`src/rtl/cnt_pkg.sv`:
```
package cnt_pkg;
    localparam int DIGIT_W = 4;

    typedef enum logic [1:0] {
        OP_CLEAR = 2'd0,
        OP_LOAD  = 2'd1,
        OP_COUNT = 2'd2,
        OP_HOLD  = 2'd3
    } digit_op_e;

    typedef struct packed {
        logic [DIGIT_W-1:0] cnt;
    } digit_state_t;
endpackage

```
`src/rtl/cnt_tc_decode.sv`:
```
module cnt_tc_decode
    import cnt_pkg::*;
(
    input  logic [DIGIT_W-1:0] value,
    input  logic               chain_in,
    output logic               tc
);
    localparam logic [DIGIT_W-1:0] TOP_VAL = {DIGIT_W{1'b1}};

    always_comb begin
        tc = chain_in && (value == TOP_VAL);
    end
endmodule

```
`src/rtl/cnt_digit.sv`:
```
module cnt_digit
    import cnt_pkg::*;
(
    input  logic               clk,
    input  logic               clear_n,
    input  logic               load_n,
    input  logic               gate_in,
    input  logic               chain_in,
    input  logic [DIGIT_W-1:0] d,
    output logic [DIGIT_W-1:0] q,
    output logic               tc
);
    digit_state_t state_d, state_q;
    digit_op_e    op;

    always_comb begin
        if (!clear_n)                 op = OP_CLEAR;
        else if (!load_n)             op = OP_LOAD;
        else if (gate_in && chain_in) op = OP_COUNT;
        else                          op = OP_HOLD;

        state_d = state_q;
        unique case (op)
            OP_CLEAR: state_d.cnt = '0;
            OP_LOAD:  state_d.cnt = d;
            OP_COUNT: state_d.cnt = state_q.cnt + DIGIT_W'(1);
            default:  state_d.cnt = state_q.cnt;
        endcase
    end

    always_ff @(posedge clk) begin
        state_q <= state_d;
    end

    assign q = state_q.cnt;

    cnt_tc_decode u_tc (
        .value    (state_q.cnt),
        .chain_in (chain_in),
        .tc       (tc)
    );

    // clear overrides everything
    p_clear_r2: assert property (@(posedge clk)
        !clear_n |=> (q == '0));

    // load takes data regardless of enables
    p_load_r3: assert property (@(posedge clk) disable iff (!clear_n)
        (clear_n && !load_n) |=> (q == $past(d)));

    // count step
    p_count_r4: assert property (@(posedge clk) disable iff (!clear_n)
        (clear_n && load_n && gate_in && chain_in) |=> (q == $past(q) + DIGIT_W'(1)));

    // hold when an enable is low
    p_hold_r5: assert property (@(posedge clk) disable iff (!clear_n)
        (clear_n && load_n && !(gate_in && chain_in)) |=> $stable(q));

    // terminal count requires chain enable
    p_tc_chain_r6: assert property (@(posedge clk)
        tc |-> (chain_in && (&q)));
endmodule

```
`src/rtl/sync_preset_counter.sv`:
```
module sync_preset_counter
    import cnt_pkg::*;
#(
    parameter int STAGES = 2,
    localparam int WIDTH = STAGES * DIGIT_W
) (
    input  logic             clk,
    input  logic             clear_n,
    input  logic             load_n,
    input  logic             gate_en,
    input  logic             chain_en,
    input  logic [WIDTH-1:0] din,
    output logic [WIDTH-1:0] count,
    output logic             carry_out
);
    logic [STAGES:0] chain;

    assign chain[0] = chain_en;

    for (genvar i = 0; i < STAGES; i++) begin : g_stage
        cnt_digit u_digit (
            .clk      (clk),
            .clear_n  (clear_n),
            .load_n   (load_n),
            .gate_in  (gate_en),
            .chain_in (chain[i]),
            .d        (din[i*DIGIT_W +: DIGIT_W]),
            .q        (count[i*DIGIT_W +: DIGIT_W]),
            .tc       (chain[i+1])
        );
    end

    assign carry_out = chain[STAGES];

    // final carry is the chained decode of the full count
    p_carry_r6: assert property (@(posedge clk)
        carry_out == (chain_en && (&count)));

    // full-width wrap through the lookahead chain
    p_wrap_r7: assert property (@(posedge clk) disable iff (!clear_n)
        (clear_n && load_n && gate_en && chain_en && (&count)) |=> (count == '0));

    // full-width step across stage boundaries
    p_step_r4: assert property (@(posedge clk) disable iff (!clear_n)
        (clear_n && load_n && gate_en && chain_en) |=> (count == $past(count) + WIDTH'(1)));
endmodule

```
`config.mk`:
```
export PLATFORM = sky130hd
export DESIGN_NAME = sync_preset_counter
export DESIGN_NICKNAME = d
export VERILOG_FILES = /design/src/rtl/cnt_pkg.sv /design/src/rtl/cnt_tc_decode.sv /design/src/rtl/cnt_digit.sv /design/src/rtl/sync_preset_counter.sv
export SDC_FILE = /design/constraint.sdc
export NUM_CORES = 1
export LEC_CHECK = 0
export BUFFER_PORTS_ARGS = -buffer_cell sky130_fd_sc_hd__buf_2
export CORE_AREA = 2 2 39 41
export CTS_BUF_LIST = sky130_fd_sc_hd__clkbuf_2
export CTS_CLUSTER_DIAMETER = 40
export DETAILED_ROUTE_END_ITERATION = 6
export DIE_AREA = 0 0 41 43
export GPL_TIMING_DRIVEN = 0
export PLACE_DENSITY = 0.67
export SLEW_MARGIN = 20
export SYNTH_ARGS = -nofsm -noshare
export SYNTH_HDL_FRONTEND = slang
export SYNTH_SLANG_ARGS = --single-unit
```
`constraint.sdc`:
```
create_clock -name clk -period 1.36 [get_ports clk]
set_input_delay 0.068 -clock clk [delete_from_list [all_inputs] [get_ports clk]]
set_output_delay 0.068 -clock clk [all_outputs]
set_load 0.02 [all_outputs]
```
Word-level counts from Yosys, hierarchy flattened
Cells that the tools add are included.
W data, S select, Z words.
{ "totals": {"reg_bits": 8, "latch_bits": 0, "ramBits": 0, "rom_bits": 0, "input_bits": 13, "out_inout_bits": 9, "wordCells": 26, "mem_count": 0} }
{ "op_classes": {"add_sub_neg": 2, "n_mul": 0, "n_div": 0, "order_cmp": 0, "eq_ne": 6, "shift": 0, "n_mux": 8, "bitwise_logic": 0, "n_reduce_logical": 8} }
{ "op_table": {"columns": ["operator", "n"], "rows": [
  ["$pmux W4 S3", 2],
  ["$add A4 B1 Y4 const B", 2],
  ["$eq A4 B4 Y1 const B", 2],
  ["$mux W2", 4],
  ["$reduce_bool A3 Y1", 2],
  ["$eq A2 B1 Y1 const B", 2],
  ["$eq A2 B2 Y1 const B", 2],
  ["$logic_and A1 B1 Y1", 4],
  ["$logic_not A2 Y1", 2],
  ["$mux W1", 2]
]} }

Longest topological paths before layout
Gate-level depths: netlist (run 1).
{ "logic_depth": {"depth_word": 8, "ltp_mapped": 4, "ltp_nobuf": 4} }

Cells and area by module
From an unflattened synthesis (run 1), not the netlist that was laid out.
{ "unflattened": {"cells_unflattened": 48, "area_unflattened_um2": 467.9} }
{ "modules_own_cells": {"columns": ["module", "instances", "cells_per_inst", "area_per_inst_um2", "seq_area_each_um2"], "rows": [
  ["cnt_digit", 2, 21, 221.5, 120.1],
  ["cnt_tc_decode", 2, 3, 12.5, 0.0]
]} }

Worst setup path before layout (run 1)
No wires, ideal clock.
{ "synth_timing": {"kind": "register to register", "start": "register g_stage[0].u_digit.state_q, in the netlist g_stage[0].u_digit.q[0]", "end": "register g_stage[1].u_digit.state_q, in the netlist g_stage[1].u_digit.q[0] (enable)", "setup_ns": 0.345, "t_arrival_ns": 1.170, "required_time_ns": 1.015, "path_slack_ns": -0.155, "stages_incl_launch_ff": 4, "path_buffers": 0, "period_less_slack_ns": 1.515, "cell_sequence": "edfxtp_1 -> ha_1 -> nand3_1 -> o211ai_1"} }
{ "synth_between": {"elab_chain_cells": 8, "elab_cells_between_ends": 10, "classes_between": "3 x eq/ne; 3 x mux; 4 x reduce/logical"} }
{ "synth_lines": {"columns": ["item", "line_no", "rtl"], "rows": [
  ["start, declared", "cnt_digit.sv:13", "digit_state_t state_d, state_q;"],
  ["start signal, assigned", "cnt_digit.sv:32", "state_q <= state_d;"],
  ["$eq A4 B4 Y1 *", "cnt_tc_decode.sv:11", "tc = chain_in && (value == TOP_VAL);"],
  ["$logic_and A1 B1 Y1 *", "cnt_tc_decode.sv:11", null],
  ["$logic_and A1 B1 Y1 *", "cnt_digit.sv:19", "else if (gate_in && chain_in) op = OP_COUNT;"],
  ["$mux W1 *", "cnt_digit.sv:19", null],
  ["$mux W2 *", "cnt_digit.sv:18", "else if (!load_n) op = OP_LOAD;"],
  ["$mux W2 *", "cnt_digit.sv:17", "if (!clear_n) op = OP_CLEAR;"],
  ["$eq A2 B1 Y1 (tied with other cells)", "cnt_digit.sv:23", "unique case (op)"],
  ["$reduce_bool A3 Y1 (no line) *", null, null],
  ["end signal, assigned", "cnt_digit.sv:32", null],
  ["end, declared", "cnt_digit.sv:13", null]
]} }
Every way passes the cells marked *; elsewhere a longest branch is shown, timed or not.
A chain may end at the register's enable or synchronous reset.

Worst setup path in the final report (run 1)
{ "layout_timing": {"start": "register g_stage[0].u_digit.state_q, in the netlist g_stage[0].u_digit.q[0]", "end": "register g_stage[1].u_digit.state_q, in the netlist g_stage[1].u_digit.q[2] (enable)"} }
Same word-level chain as after synthesis.

==> impl_metrics.prom, run 1 <==
# TYPE chip_impl_metric gauge
chip_impl_metric{name="post_synth_fa_ha_maj_area_fraction",unit="%"} 5.46
chip_impl_metric{name="initial_utilization",unit="%"} 33.1
chip_impl_metric{name="fin_skew",unit="ns"} 0.00242
chip_impl_metric{name="arrival",unit="ns"} 1.31
chip_impl_metric{name="ir_worst_vdd",unit="mV"} 0.402
chip_impl_metric{name="synth_fp_nets",unit=""} 55
chip_impl_metric{name="std_cell_rows",unit=""} 14
chip_impl_metric{name="multiInputGateArea",unit="um^2"} 230
chip_impl_metric{name="synthesis.yosys.warnings",unit=""} 0
chip_impl_metric{name="maximum_count_of_clock_buffers_along_a_single_path",unit=""} 2
chip_impl_metric{name="timing.slew.headroom",unit="%"} 86.3
chip_impl_metric{name="vias_per_cell",unit=""} 5.06
chip_impl_metric{name="power_density",unit="mW/mm^2"} 904
chip_impl_metric{name="ant_cells",unit=""} 0
chip_impl_metric{name="clkSinkCount",unit=""} 8
chip_impl_info{name="slowest_stage",value="sky130_fd_sc_hd__edfxtp_1"} 1
chip_impl_metric{name="num-fill-cells",unit=""} 141
chip_impl_info{name="outcome",value="finished, final reports clean"} 1
chip_impl_metric{name="drv.max_cap_violation_count",unit=""} 0
chip_impl_metric{name="cell_count_of_the_worst_reg_to_reg_path",unit=""} 4
chip_impl_metric{name="timing_worst_slew_pin_value",unit="ns"} 0.203
chip_impl_metric{name="met3WireLength",unit="um"} 58
chip_impl_metric{name="antenna_violating_nets_post_route",unit=""} 0
chip_impl_metric{name="drt_first_iter_violations",unit=""} 11
chip_impl_metric{name="core_area",unit="mm^2"} 0.00138
chip_impl_metric{name="finalSetupViolations",unit=""} 0
chip_impl_metric{name="totalWireLength",unit="mm"} 1.07
chip_impl_metric{name="synthToLayoutAreaGrowth",unit="%"} 39.9
chip_impl_info{name="tritoncts_clock_tree",value="built"} 1
chip_impl_metric{name="worst-path-stages",unit=""} 4
chip_impl_metric{name="clk_pin_slew",unit="ns"} 0.08
chip_impl_info{name="clock_tree.root_cell",value="sky130_fd_sc_hd__clkbuf_2"} 1
chip_impl_metric{name="tritoncts_buffer_count",unit=""} 3
chip_impl_metric{name="numPortBuffers",unit=""} 21
chip_impl_metric{name="yosys-mux-area-fraction",unit="%"} 0
chip_impl_metric{name="count_of_flip_flops_with_a_built_in_enable_after_synthesis",unit=""} 8
chip_impl_metric{name="hold_viol_final",unit=""} 0
chip_impl_info{name="crit_path_start",value="g_stage[0].u_digit.q[0]"} 1
chip_impl_info{name="synth_top_cells_by_area",value="sky130_fd_sc_hd__edfxtp_1, sky130_fd_sc_hd__a22o_2, sky130_fd_sc_hd__ha_1"} 1
chip_impl_info{name="hold_path.class",value="input pin to flip-flop"} 1
chip_impl_metric{name="htree_num_levels",unit=""} 1
chip_impl_metric{name="sequential_cell_area",unit="um^2"} 240
chip_impl_info{name="start_kind",value="flip-flop"} 1
chip_impl_metric{name="synth_top_cell_area_share",unit="%"} 52.5
chip_impl_info{name="cp-end-kind",value="flip-flop"} 1
chip_impl_metric{name="die_footprint",unit="mm^2"} 0.00176
chip_impl_metric{name="final.setup.worst_slack",unit="ns"} 0.0127
chip_impl_metric{name="drt-wirelength-per-cell",unit="um"} 13.1
chip_impl_metric{name="grt_pass1_vias",unit=""} 411
chip_impl_metric{name="worst-r2r-setup-slack",unit="ns"} 0.01
chip_impl_metric{name="largest_register_ff_count",unit=""} 8
chip_impl_metric{name="grt_start_max_net_pins",unit=""} 9
chip_impl_metric{name="required",unit="ns"} 1.32
chip_impl_metric{name="floorplan.die.width",unit="um"} 41
chip_impl_metric{name="first_pass_iters",unit=""} 4
chip_impl_info{name="netlist.top_cell.by_area",value="sky130_fd_sc_hd__edfxtp_1"} 1
chip_impl_metric{name="syn_area",unit="um^2"} 458
chip_impl_metric{name="finalNetCount",unit=""} 83
chip_impl_metric{name="hpwlAfterDp",unit="um"} 784
chip_impl_metric{name="leakagePower",unit="nW"} 0.280
chip_impl_metric{name="number_of_antenna_violations_at_the_first_check_in_global_routing",unit=""} 0
chip_impl_info{name="timing.critical_path.to",value="g_stage[1].u_digit.q[2]"} 1
chip_impl_info{name="criticalPathCategory",value="flip-flop to flip-flop"} 1
chip_impl_info{name="route.top_layer_used",value="met4"} 1
chip_impl_metric{name="share_of_final_layout_standard_cells_stronger_than_drive_strength_1",unit="%"} 53.0
chip_impl_metric{name="worst_skew_pair.late_latency",unit="ns"} 0.24
chip_impl_info{name="r2r-end",value="g_stage[1].u_digit.q[2]"} 1
chip_impl_metric{name="unique_masters_post_synth",unit=""} 17
chip_impl_info{name="crit-reg2reg-launch",value="g_stage[0].u_digit.q[0]"} 1
chip_impl_metric{name="remaining_routing_drc_violations",unit=""} 0
chip_impl_metric{name="post_synth_xor_area_fraction",unit="%"} 7.65
chip_impl_info{name="cell_chain_critical_path",value="ha_4, nand3_4, o211ai_1, buf_4"} 1
chip_impl_info{name="yosysMostFrequentCell",value="sky130_fd_sc_hd__edfxtp_1"} 1
chip_impl_metric{name="cp_max_fo",unit=""} 4
chip_impl_metric{name="synth_sequential_area_ratio",unit="%"} 52.5
chip_impl_info{name="critPathTopFamily",value="flip-flops"} 1
chip_impl_metric{name="grt-ovfl-total",unit=""} 0
chip_impl_metric{name="cp_buf_inv_count",unit=""} 1
chip_impl_info{name="synth_top_family_by_area",value="simple AND/OR/NAND/NOR gates"} 1
chip_impl_metric{name="p_total",unit="W"} 0.000579
chip_impl_metric{name="slew_viol_final",unit=""} 0
chip_impl_metric{name="finalCriticalPeriod",unit="ns"} 1.35
chip_impl_metric{name="min_period_over_period",unit="%"} 99.1
chip_impl_metric{name="grt.total_usage",unit="%"} 14.1
chip_impl_metric{name="postSynthRegisterBits",unit=""} 8
chip_impl_metric{name="final_replace_weighted_congestion",unit=""} 0.707
chip_impl_metric{name="vias",unit=""} 415
chip_impl_metric{name="async_reset_ff_share",unit="%"} 0
chip_impl_metric{name="route.layer.met1.wl",unit="um"} 448
chip_impl_metric{name="dpl_worst_slack",unit="ns"} -0.142
chip_impl_metric{name="postSynthAreaPerCell",unit="um^2"} 11.4
chip_impl_metric{name="post_synth_inst_count",unit=""} 40
chip_impl_metric{name="synth_compound_gate_area_share",unit="%"} 14.2
chip_impl_metric{name="critPathMaxStageDelay",unit="ns"} 0.43
chip_impl_info{name="dominantRegCellSynth",value="sky130_fd_sc_hd__edfxtp_1"} 1
chip_impl_metric{name="die-height",unit="um"} 43
chip_impl_metric{name="global_route_wire_length_before_repair",unit="mm"} 1.58
chip_impl_metric{name="io_pins",unit=""} 22
chip_impl_metric{name="maxClockFrequency",unit="MHz"} 742
chip_impl_metric{name="detailroute.wirelength.met2",unit="um"} 530
chip_impl_metric{name="yosys.area_share.simple",unit="%"} 16.9
chip_impl_info{name="ys_top_cells_by_count",value="sky130_fd_sc_hd__edfxtp_1, sky130_fd_sc_hd__nand2_1, sky130_fd_sc_hd__nand3_1, sky130_fd_sc_hd__o21ai_0, sky130_fd_sc_hd__a22o_2"} 1
## metrics by stage
| stage | hold slack (ns) | std cells | cell area [um^2] | utilization [%] | setup TNS [ns] |
|---|---|---|---|---|---|
| 3_3_place_gp | 0.349 | 77 | 593 | 42.9 | -0.565 |
| 5_1_grt | 0.119 | 82 | 641 | 46.3 | -0.0479 |
| 4_1_cts | 0.108 | 82 | 623 | 45.0 | 0 |
| 6_report | 0.105 | 82 | 641 | 46.3 | 0 |
| 2_1_floorplan | 0.253 | 40 | 468 | - | -0.601 |
| 3_5_place_dp | 0.354 | 77 | 593 | 42.9 | -0.566 |
## placed cells by master, fill, tap and decap left out
| cell type | n |
|---|---|
| sky130_fd_sc_hd__nor2_2 | 1 |
| sky130_fd_sc_hd__clkbuf_2 | 3 |
| sky130_fd_sc_hd__buf_6 | 1 |
| sky130_fd_sc_hd__o21ai_0 | 4 |
| sky130_fd_sc_hd__nand3_4 | 1 |
| sky130_fd_sc_hd__nor2b_1 | 1 |
| sky130_fd_sc_hd__nand4_1 | 1 |
| sky130_fd_sc_hd__xor2_1 | 2 |
| sky130_fd_sc_hd__ha_2 | 1 |
| sky130_fd_sc_hd__nand3_1 | 3 |
| sky130_fd_sc_hd__o31ai_1 | 1 |
| sky130_fd_sc_hd__nand4_2 | 1 |
| sky130_fd_sc_hd__buf_2 | 21 |
| sky130_fd_sc_hd__ha_4 | 1 |
| sky130_fd_sc_hd__a22o_2 | 3 |
| sky130_fd_sc_hd__nand2_1 | 6 |
| sky130_fd_sc_hd__buf_4 | 2 |
| sky130_fd_sc_hd__edfxtp_1 | 8 |
| sky130_fd_sc_hd__nor2_1 | 1 |
| sky130_fd_sc_hd__o211ai_1 | 1 |
| sky130_fd_sc_hd__inv_1 | 1 |
| sky130_fd_sc_hd__xnor2_1 | 2 |
## per-layer routing
metal	up-vias	global-route usage (%)
li1	203	-
met1	186	15.7
met2	22	21.3
met3	4	3.14
met4	0	12.0
met5	-	0
## worst min-delay path, cell delays in order
cell	delay (ns)
sky130_fd_sc_hd__buf_2	0.07
sky130_fd_sc_hd__nand2_1	0.03
sky130_fd_sc_hd__o21ai_0	0.06
## layout make-up
cell class                      count  area share [%]
Tap cell                           16            3.13
Inverter                            1           0.586
Clock buffer                        3            2.34
Sequential cell                     8            37.5
Multi-Input combinational cell     30            35.9
Timing Repair Buffer               23            18.7
Buffer                              1            1.76
## worst min-delay path by stage
stage | cells after the start | to | from | slack, ns
2_1_floorplan | 2 | g_stage[1].u_digit.q[0] | din[4] | 0.25
3_3_place_gp | 3 | g_stage[1].u_digit.q[0] | din[4] | 0.35
3_5_place_dp | 3 | g_stage[0].u_digit.q[0] | din[0] | 0.35
4_1_cts | 3 | g_stage[0].u_digit.q[0] | din[0] | 0.11
5_1_grt | 2 | g_stage[1].u_digit.q[1] | din[5] | 0.12
6_report | 3 | g_stage[0].u_digit.q[0] | din[0] | 0.10
## power breakdown
part           total [W]  internal (W)  switching [W]
registers       0.000315      0.000293      0.0000219
clock network   0.000140     0.0000602      0.0000803
logic           0.000124     0.0000567      0.0000669
total           0.000579      0.000410       0.000169
## logic make-up (layout without fill, tap and decap cells)
family,count (synthesis),count (layout)
flops,8,8
simple gates,15,15
xor+xnor,4,4
compound gates,9,9
buf+inv,2,28
fa+ha+maj,2,2
## timing repair
action / CTS / global route
pin swaps: 1 / 2
setup endpoints to repair: 5 / 5
buffers inserted: 2 / 0
cloned: 0 / 0
resized for setup: 0 / 2
hold endpoints to repair: 0 / 0
hold buffers: 0 / 0
(Power assumes the default switching activity.)
==> run 2: changes to the inputs <==
--- a/config.mk
+++ b/config.mk
@@ -7,8 +7,7 @@
 export LEC_CHECK = 0
 export BUFFER_PORTS_ARGS = -buffer_cell sky130_fd_sc_hd__buf_2
 export CORE_AREA = 2 2 39 41
-export CTS_BUF_LIST = sky130_fd_sc_hd__clkbuf_2
-export CTS_CLUSTER_DIAMETER = 40
+export CTS_CLUSTER_DIAMETER = 100
 export DETAILED_ROUTE_END_ITERATION = 6
 export DIE_AREA = 0 0 41 43
 export GPL_TIMING_DRIVEN = 0
==> impl_metrics.prom, run 2 (same netlist as run 1, synthesis figures left out) <==
# TYPE chip_impl_metric gauge
chip_impl_info{name="cp-end-kind",value="flip-flop"} 1
chip_impl_info{name="start_kind",value="flip-flop"} 1
chip_impl_metric{name="drv.max_cap_violation_count",unit=""} 0
chip_impl_metric{name="initial_utilization",unit="%"} 33.1
chip_impl_metric{name="finalNetCount",unit=""} 84
chip_impl_metric{name="final_replace_weighted_congestion",unit=""} 0.707
chip_impl_metric{name="finalCriticalPeriod",unit="ns"} 1.35
chip_impl_metric{name="hold_viol_final",unit=""} 0
chip_impl_metric{name="timing.slew.headroom",unit="%"} 86.1
chip_impl_metric{name="die-height",unit="um"} 43
chip_impl_metric{name="ir_worst_vdd",unit="mV"} 0.438
chip_impl_metric{name="arrival",unit="ns"} 1.32
chip_impl_info{name="clock_tree.root_cell",value="sky130_fd_sc_hd__clkbuf_4"} 1
chip_impl_metric{name="finalSetupViolations",unit=""} 0
chip_impl_metric{name="clk_pin_slew",unit="ns"} 0.06
chip_impl_metric{name="numPlacedInstances",unit=""} 77
chip_impl_metric{name="drt_first_iter_violations",unit=""} 7
chip_impl_metric{name="timing.setup.tns",unit="ns"} 0
chip_impl_metric{name="sw_frac_of_total",unit="%"} 27.7
chip_impl_metric{name="post_cts_hold_buffer_count",unit=""} 0
chip_impl_metric{name="power.switching",unit="W"} 0.000173
chip_impl_info{name="most-common-layout-cells",value="sky130_fd_sc_hd__buf_2, sky130_fd_sc_hd__edfxtp_1, sky130_fd_sc_hd__nand2_1, sky130_fd_sc_hd__o21ai_0"} 1
chip_impl_metric{name="grt_pass1_vias",unit=""} 407
chip_impl_metric{name="share_of_final_layout_standard_cells_stronger_than_drive_strength_1",unit="%"} 53.7
chip_impl_metric{name="grt_util_met2",unit="%"} 21.3
chip_impl_metric{name="numPortBuffers",unit=""} 21
chip_impl_metric{name="global_route_wire_length_before_repair",unit="mm"} 1.59
chip_impl_metric{name="clkSinkCount",unit=""} 8
chip_impl_metric{name="part_of_the_total_power_dissipated_in_the_clock_network",unit="%"} 29.4
chip_impl_metric{name="vias",unit=""} 420
chip_impl_metric{name="required",unit="ns"} 1.33
chip_impl_metric{name="die_footprint",unit="mm^2"} 0.00176
chip_impl_metric{name="maximum_count_of_clock_buffers_along_a_single_path",unit=""} 2
chip_impl_metric{name="worst_skew_pair.late_latency",unit="ns"} 0.25
chip_impl_metric{name="min_period_over_period",unit="%"} 99.4
chip_impl_metric{name="fin_skew",unit="ns"} 0.00301
chip_impl_metric{name="totalWireLength",unit="mm"} 1.12
chip_impl_metric{name="largest_register_ff_count",unit=""} 8
chip_impl_metric{name="core_area",unit="mm^2"} 0.00138
chip_impl_metric{name="maxClockFrequency",unit="MHz"} 740
chip_impl_metric{name="std_cell_rows",unit=""} 14
chip_impl_metric{name="postLayoutCellArea",unit="um^2"} 656
chip_impl_metric{name="remaining_routing_drc_violations",unit=""} 0
chip_impl_metric{name="grtUsageMet3",unit="%"} 3.14
chip_impl_metric{name="grt-ovfl-total",unit=""} 0
chip_impl_info{name="mostFrequentLayoutCell",value="sky130_fd_sc_hd__buf_2"} 1
chip_impl_metric{name="pwr-share-comb",unit="%"} 20.1
chip_impl_metric{name="dpl-instance-area",unit="um^2"} 593
chip_impl_metric{name="grt_util_met1",unit="%"} 16.1
chip_impl_info{name="most_used_routing_layer",value="met2"} 1
chip_impl_metric{name="power_frac_seq",unit="%"} 50.5
chip_impl_metric{name="floorplan.die.width",unit="um"} 41
chip_impl_metric{name="grt.total_usage",unit="%"} 14.2
chip_impl_metric{name="grt_start_max_net_pins",unit=""} 9
chip_impl_metric{name="hpwlAfterDp",unit="um"} 784
chip_impl_metric{name="power_density",unit="mW/mm^2"} 955
chip_impl_info{name="hold_path.class",value="input pin to flip-flop"} 1
chip_impl_info{name="tritoncts_clock_tree",value="built"} 1
chip_impl_metric{name="drt-wirelength-per-cell",unit="um"} 13.5
chip_impl_metric{name="synthToLayoutAreaGrowth",unit="%"} 43.2
chip_impl_metric{name="number_of_antenna_violations_at_the_first_check_in_global_routing",unit=""} 0
chip_impl_metric{name="timing_worst_slew_pin_value",unit="ns"} 0.207
chip_impl_metric{name="ant_cells",unit=""} 0
chip_impl_metric{name="leakagePower",unit="nW"} 0.287
chip_impl_metric{name="vias_per_cell",unit=""} 5.06
chip_impl_metric{name="cp_max_fo",unit=""} 4
chip_impl_info{name="criticalPathCategory",value="flip-flop to flip-flop"} 1
chip_impl_metric{name="slew_viol_final",unit=""} 0
chip_impl_metric{name="htree_num_levels",unit=""} 1
chip_impl_info{name="outcome",value="finished, final reports clean"} 1
chip_impl_metric{name="finished_layout_cells",unit=""} 83
chip_impl_metric{name="antenna_violating_nets_post_route",unit=""} 0
chip_impl_metric{name="power_report.internal_total",unit="W"} 0.000453
chip_impl_metric{name="io_pins",unit=""} 22
chip_impl_metric{name="tritoncts_buffer_count",unit=""} 3
chip_impl_metric{name="first_pass_iters",unit=""} 4
## run 2: cell count changes in the layout (fill, tap and decap cells not counted), sizes merged
cell / before / now
buf: 24 / 25
## run 2: per-stage QoR
stage	worst slack, ns	hold slack, ns	utilization (%)	power (W)
after floorplan	-0.150	0.253	-	0.000377
after global placement	-0.141	0.349	42.9	0.000425
after detailed placement	-0.142	0.354	42.9	0.000428
after CTS	0.0202	0.0981	45.6	0.000610
after global routing	-0.0110	0.111	47.4	0.000652
final	0.00794	0.0920	47.4	0.000626
## run 2: power by group through the flow
stage	Combinational, W	Clock (W)	Sequential, W
final	0.000126	0.000184	0.000316
after global routing	0.000138	0.000197	0.000318
after CTS	0.000119	0.000179	0.000311
after detailed placement	0.000111	0	0.000317
after global placement	0.000110	0	0.000316
after floorplan	0.0000393	0	0.000338
## run 2: timing repair
action | 4_1_cts | 5_1_grt
cloned | 0 | 0
buffers inserted | 2 | 1
gates resized for setup | 0 | 2
endpoints found under the setup margin | 5 | 5
pin swaps | 1 | 2
## run 2: worst max-delay path, cell delays in order, from the launching register on
cell,delay (ns)
sky130_fd_sc_hd__edfxtp_1,0.43
sky130_fd_sc_hd__ha_4,0.18
sky130_fd_sc_hd__nand3_4,0.10
sky130_fd_sc_hd__o211ai_1,0.20
sky130_fd_sc_hd__buf_4,0.17
## run 2: final timing paths
| kind | startpoint | to | slack (ns) | cells past startpoint |
|---|---|---|---|---|
| min reg2reg | g_stage[1].u_digit.q[0] | g_stage[1].u_digit.q[0] | 0.67 | 1 |
| max reg2reg | g_stage[0].u_digit.q[0] | g_stage[1].u_digit.q[2] | 0.008 | 4 |
| min | din[4] | g_stage[1].u_digit.q[0] | 0.09 | 3 |
| max | g_stage[0].u_digit.q[0] | g_stage[1].u_digit.q[2] | 0.008 | 4 |
## run 2: cell type report
class                           instances  area, um^2
Timing Repair Buffer                   24         128
Sequential cell                         8         240
Clock buffer                            3        22.5
Buffer                                  1        11.3
Multi-Input combinational cell         30         230
Inverter                                1        3.75
Fill cell                             141         728
Tap cell                               16        20.0
## run 2: per-layer routing
metal  vias to the layer above  wire, um
met5                         -         0
met4                         0        37
met3                         5        56
met2                        19       548
met1                       190       477
li1                        206         -
==> run 3: changes to the inputs <==
--- a/config.mk
+++ b/config.mk
@@ -12,6 +12,7 @@
 export DIE_AREA = 0 0 41 43
 export GPL_TIMING_DRIVEN = 0
 export PLACE_DENSITY = 0.67
+export REMOVE_ABC_BUFFERS = 1
 export SLEW_MARGIN = 20
 export SYNTH_ARGS = -nofsm -noshare
 export SYNTH_HDL_FRONTEND = slang
==> impl_metrics.prom, run 3 (same netlist as run 1, synthesis figures left out) <==
# TYPE chip_impl_metric gauge
chip_impl_info{name="outcome",value="finished, final reports clean"} 1
chip_impl_metric{name="clkSinkCount",unit=""} 8
chip_impl_info{name="mostFrequentLayoutCell",value="sky130_fd_sc_hd__buf_2"} 1
chip_impl_metric{name="largest_register_ff_count",unit=""} 8
chip_impl_metric{name="worst_skew_pair.late_latency",unit="ns"} 0.25
chip_impl_metric{name="grt_pass1_vias",unit=""} 427
chip_impl_metric{name="drt_first_iter_violations",unit=""} 10
chip_impl_metric{name="first_pass_iters",unit=""} 4
chip_impl_metric{name="remaining_routing_drc_violations",unit=""} 0
chip_impl_metric{name="leakagePower",unit="nW"} 0.285
chip_impl_metric{name="global_route_wire_length_before_repair",unit="mm"} 1.65
chip_impl_metric{name="die_footprint",unit="mm^2"} 0.00176
chip_impl_metric{name="required",unit="ns"} 1.33
chip_impl_metric{name="p_total",unit="W"} 0.000621
chip_impl_metric{name="htree_num_levels",unit=""} 1
chip_impl_info{name="unrepaired_setup_endpoints_after_global_routing",value="true"} 1
chip_impl_info{name="critPathTopFamily",value="flip-flops"} 1
chip_impl_metric{name="critPathMaxStageDelay",unit="ns"} 0.41
chip_impl_info{name="cell_chain_critical_path",value="ha_4, nand3_4, o211ai_1, buf_4"} 1
chip_impl_info{name="hold_path.class",value="input pin to flip-flop"} 1
chip_impl_metric{name="maxClockFrequency",unit="MHz"} 756
chip_impl_metric{name="synthToLayoutAreaGrowth",unit="%"} 42.9
chip_impl_info{name="most-common-layout-cells",value="sky130_fd_sc_hd__buf_2, sky130_fd_sc_hd__edfxtp_1, sky130_fd_sc_hd__nand2_1, sky130_fd_sc_hd__buf_4, sky130_fd_sc_hd__o21ai_0"} 1
chip_impl_metric{name="drt-wirelength-per-cell",unit="um"} 14.0
chip_impl_metric{name="initial_utilization",unit="%"} 33.1
chip_impl_info{name="clock_tree.root_cell",value="sky130_fd_sc_hd__clkbuf_4"} 1
chip_impl_metric{name="grt_start_max_net_pins",unit=""} 9
chip_impl_metric{name="post_cts_hold_buffer_count",unit=""} 0
chip_impl_metric{name="ant_cells",unit=""} 0
chip_impl_metric{name="final.setup.worst_slack",unit="ns"} 0.0373
chip_impl_metric{name="finalSetupViolations",unit=""} 0
chip_impl_metric{name="grt.total_usage",unit="%"} 14.4
chip_impl_metric{name="ir_worst_vdd",unit="mV"} 0.257
chip_impl_metric{name="hpwlAfterDp",unit="um"} 808
chip_impl_metric{name="finalCriticalPeriod",unit="ns"} 1.32
chip_impl_metric{name="numPortBuffers",unit=""} 21
chip_impl_metric{name="route.layer.met1.wl",unit="um"} 471
chip_impl_metric{name="tritoncts_buffer_count",unit=""} 3
chip_impl_metric{name="met3WireLength",unit="um"} 62
chip_impl_metric{name="fin_skew",unit="ns"} 0.00302
chip_impl_metric{name="worst-path-stages",unit=""} 4
chip_impl_metric{name="io_pins",unit=""} 22
chip_impl_metric{name="maximum_count_of_clock_buffers_along_a_single_path",unit=""} 2
chip_impl_metric{name="totalWireLength",unit="mm"} 1.16
chip_impl_info{name="cp-end-kind",value="flip-flop"} 1
chip_impl_metric{name="clk_pin_slew",unit="ns"} 0.06
chip_impl_metric{name="cp_max_fo",unit=""} 4
chip_impl_metric{name="finalNetCount",unit=""} 84
chip_impl_metric{name="antenna_violating_nets_post_route",unit=""} 0
chip_impl_metric{name="number_of_antenna_violations_at_the_first_check_in_global_routing",unit=""} 0
chip_impl_metric{name="grt-ovfl-total",unit=""} 0
chip_impl_metric{name="hold_viol_final",unit=""} 0
chip_impl_metric{name="cp_buf_inv_count",unit=""} 1
chip_impl_metric{name="core_area",unit="mm^2"} 0.00138
chip_impl_metric{name="cell_count_of_the_worst_reg_to_reg_path",unit=""} 4
chip_impl_metric{name="power_density",unit="mW/mm^2"} 949
chip_impl_metric{name="drv.max_cap_violation_count",unit=""} 0
chip_impl_metric{name="die-height",unit="um"} 43
chip_impl_metric{name="timing_worst_slew_pin_value",unit="ns"} 0.559
chip_impl_metric{name="arrival",unit="ns"} 1.29
chip_impl_metric{name="slew_viol_final",unit=""} 0
chip_impl_metric{name="detailroute.wirelength.met2",unit="um"} 610
chip_impl_metric{name="vias_per_cell",unit=""} 5.22
chip_impl_info{name="tritoncts_clock_tree",value="built"} 1
chip_impl_info{name="route.top_layer_used",value="met4"} 1
chip_impl_metric{name="vias",unit=""} 433
chip_impl_metric{name="timing.slew.headroom",unit="%"} 62.7
chip_impl_metric{name="min_period_over_period",unit="%"} 97.3
chip_impl_info{name="start_kind",value="flip-flop"} 1
chip_impl_info{name="criticalPathCategory",value="flip-flop to flip-flop"} 1
chip_impl_metric{name="dpl_worst_slack",unit="ns"} -0.227
chip_impl_metric{name="num-fill-cells",unit=""} 134
chip_impl_metric{name="share_of_final_layout_standard_cells_stronger_than_drive_strength_1",unit="%"} 53.7
chip_impl_metric{name="final_replace_weighted_congestion",unit=""} 0.710
chip_impl_metric{name="hold_path_depth",unit=""} 3
chip_impl_metric{name="floorplan.die.width",unit="um"} 41
chip_impl_metric{name="std_cell_rows",unit=""} 14
chip_impl_info{name="slowest_stage",value="sky130_fd_sc_hd__edfxtp_1"} 1
==> run 3: path summary, 6_finish.rpt <==
check	start	to	slack, ns
worst min register to register	g_stage[1].u_digit.q[0]	g_stage[1].u_digit.q[0]	0.69
worst max register to register	g_stage[0].u_digit.q[1]	g_stage[1].u_digit.q[0]	0.04
worst max-delay path	g_stage[0].u_digit.q[1]	g_stage[1].u_digit.q[0]	0.04
worst min-delay path	din[0]	g_stage[0].u_digit.q[0]	0.10
==> run 3: cell type report <==
cell class	instances	area, um^2	area share (%)
clock buffers	3	22.5	3.44
flip-flops and latches	8	240	36.7
well taps	16	20.0	3.06
repair buffers	25	138	21.0
inverters	1	3.75	0.574
multi-input cells	30	230	35.2
==> run 3: repair_timing <==
action                     in CTS  in global routing
setup endpoints to repair       8                  5
resized for setup               2                  4
buffers inserted                2                  2
pin swaps                       1                  2
==> run 3: metrics by stage <==
step / utilization, % / area [um^2] / instances / TNS [ns] / hold WS [ns]
after global routing: 47.3 / 654 / 83 / -0.0257 / 0.112
after CTS: 44.6 / 617 / 81 / 0 / 0.0842
after floorplan: - / 447 / 39 / -0.773 / 0.253
final: 47.3 / 654 / 83 / 0 / 0.103
after global placement: 41.3 / 572 / 76 / -0.807 / 0.341
after detailed placement: 41.3 / 572 / 76 / -0.976 / 0.346
==> run 3: routing by layer <==
| layer | up-vias | track usage [%] |
|---|---|---|
| li1 | 205 | - |
| met1 | 216 | 16.2 |
| met2 | 10 | 21.3 |
| met3 | 2 | 2.62 |
| met4 | 0 | 13.3 |
| met5 | - | 0 |
==> run 3: worst reg2reg max path, cell delays in order (launching register included) <==
cell and delay, ns:
sky130_fd_sc_hd__edfxtp_1 0.41, sky130_fd_sc_hd__ha_4 0.17, sky130_fd_sc_hd__nand3_4 0.09, sky130_fd_sc_hd__o211ai_1 0.19, sky130_fd_sc_hd__buf_4 0.17
==> run 3: power breakdown <==
| group | leakage [nW] | internal, W | switching [W] |
|---|---|---|---|
| Sequential | 0.0889 | 0.000294 | 0.0000219 |
| Clock | 0.0138 | 0.000101 | 0.0000861 |
| Combinational | 0.182 | 0.0000531 | 0.0000653 |
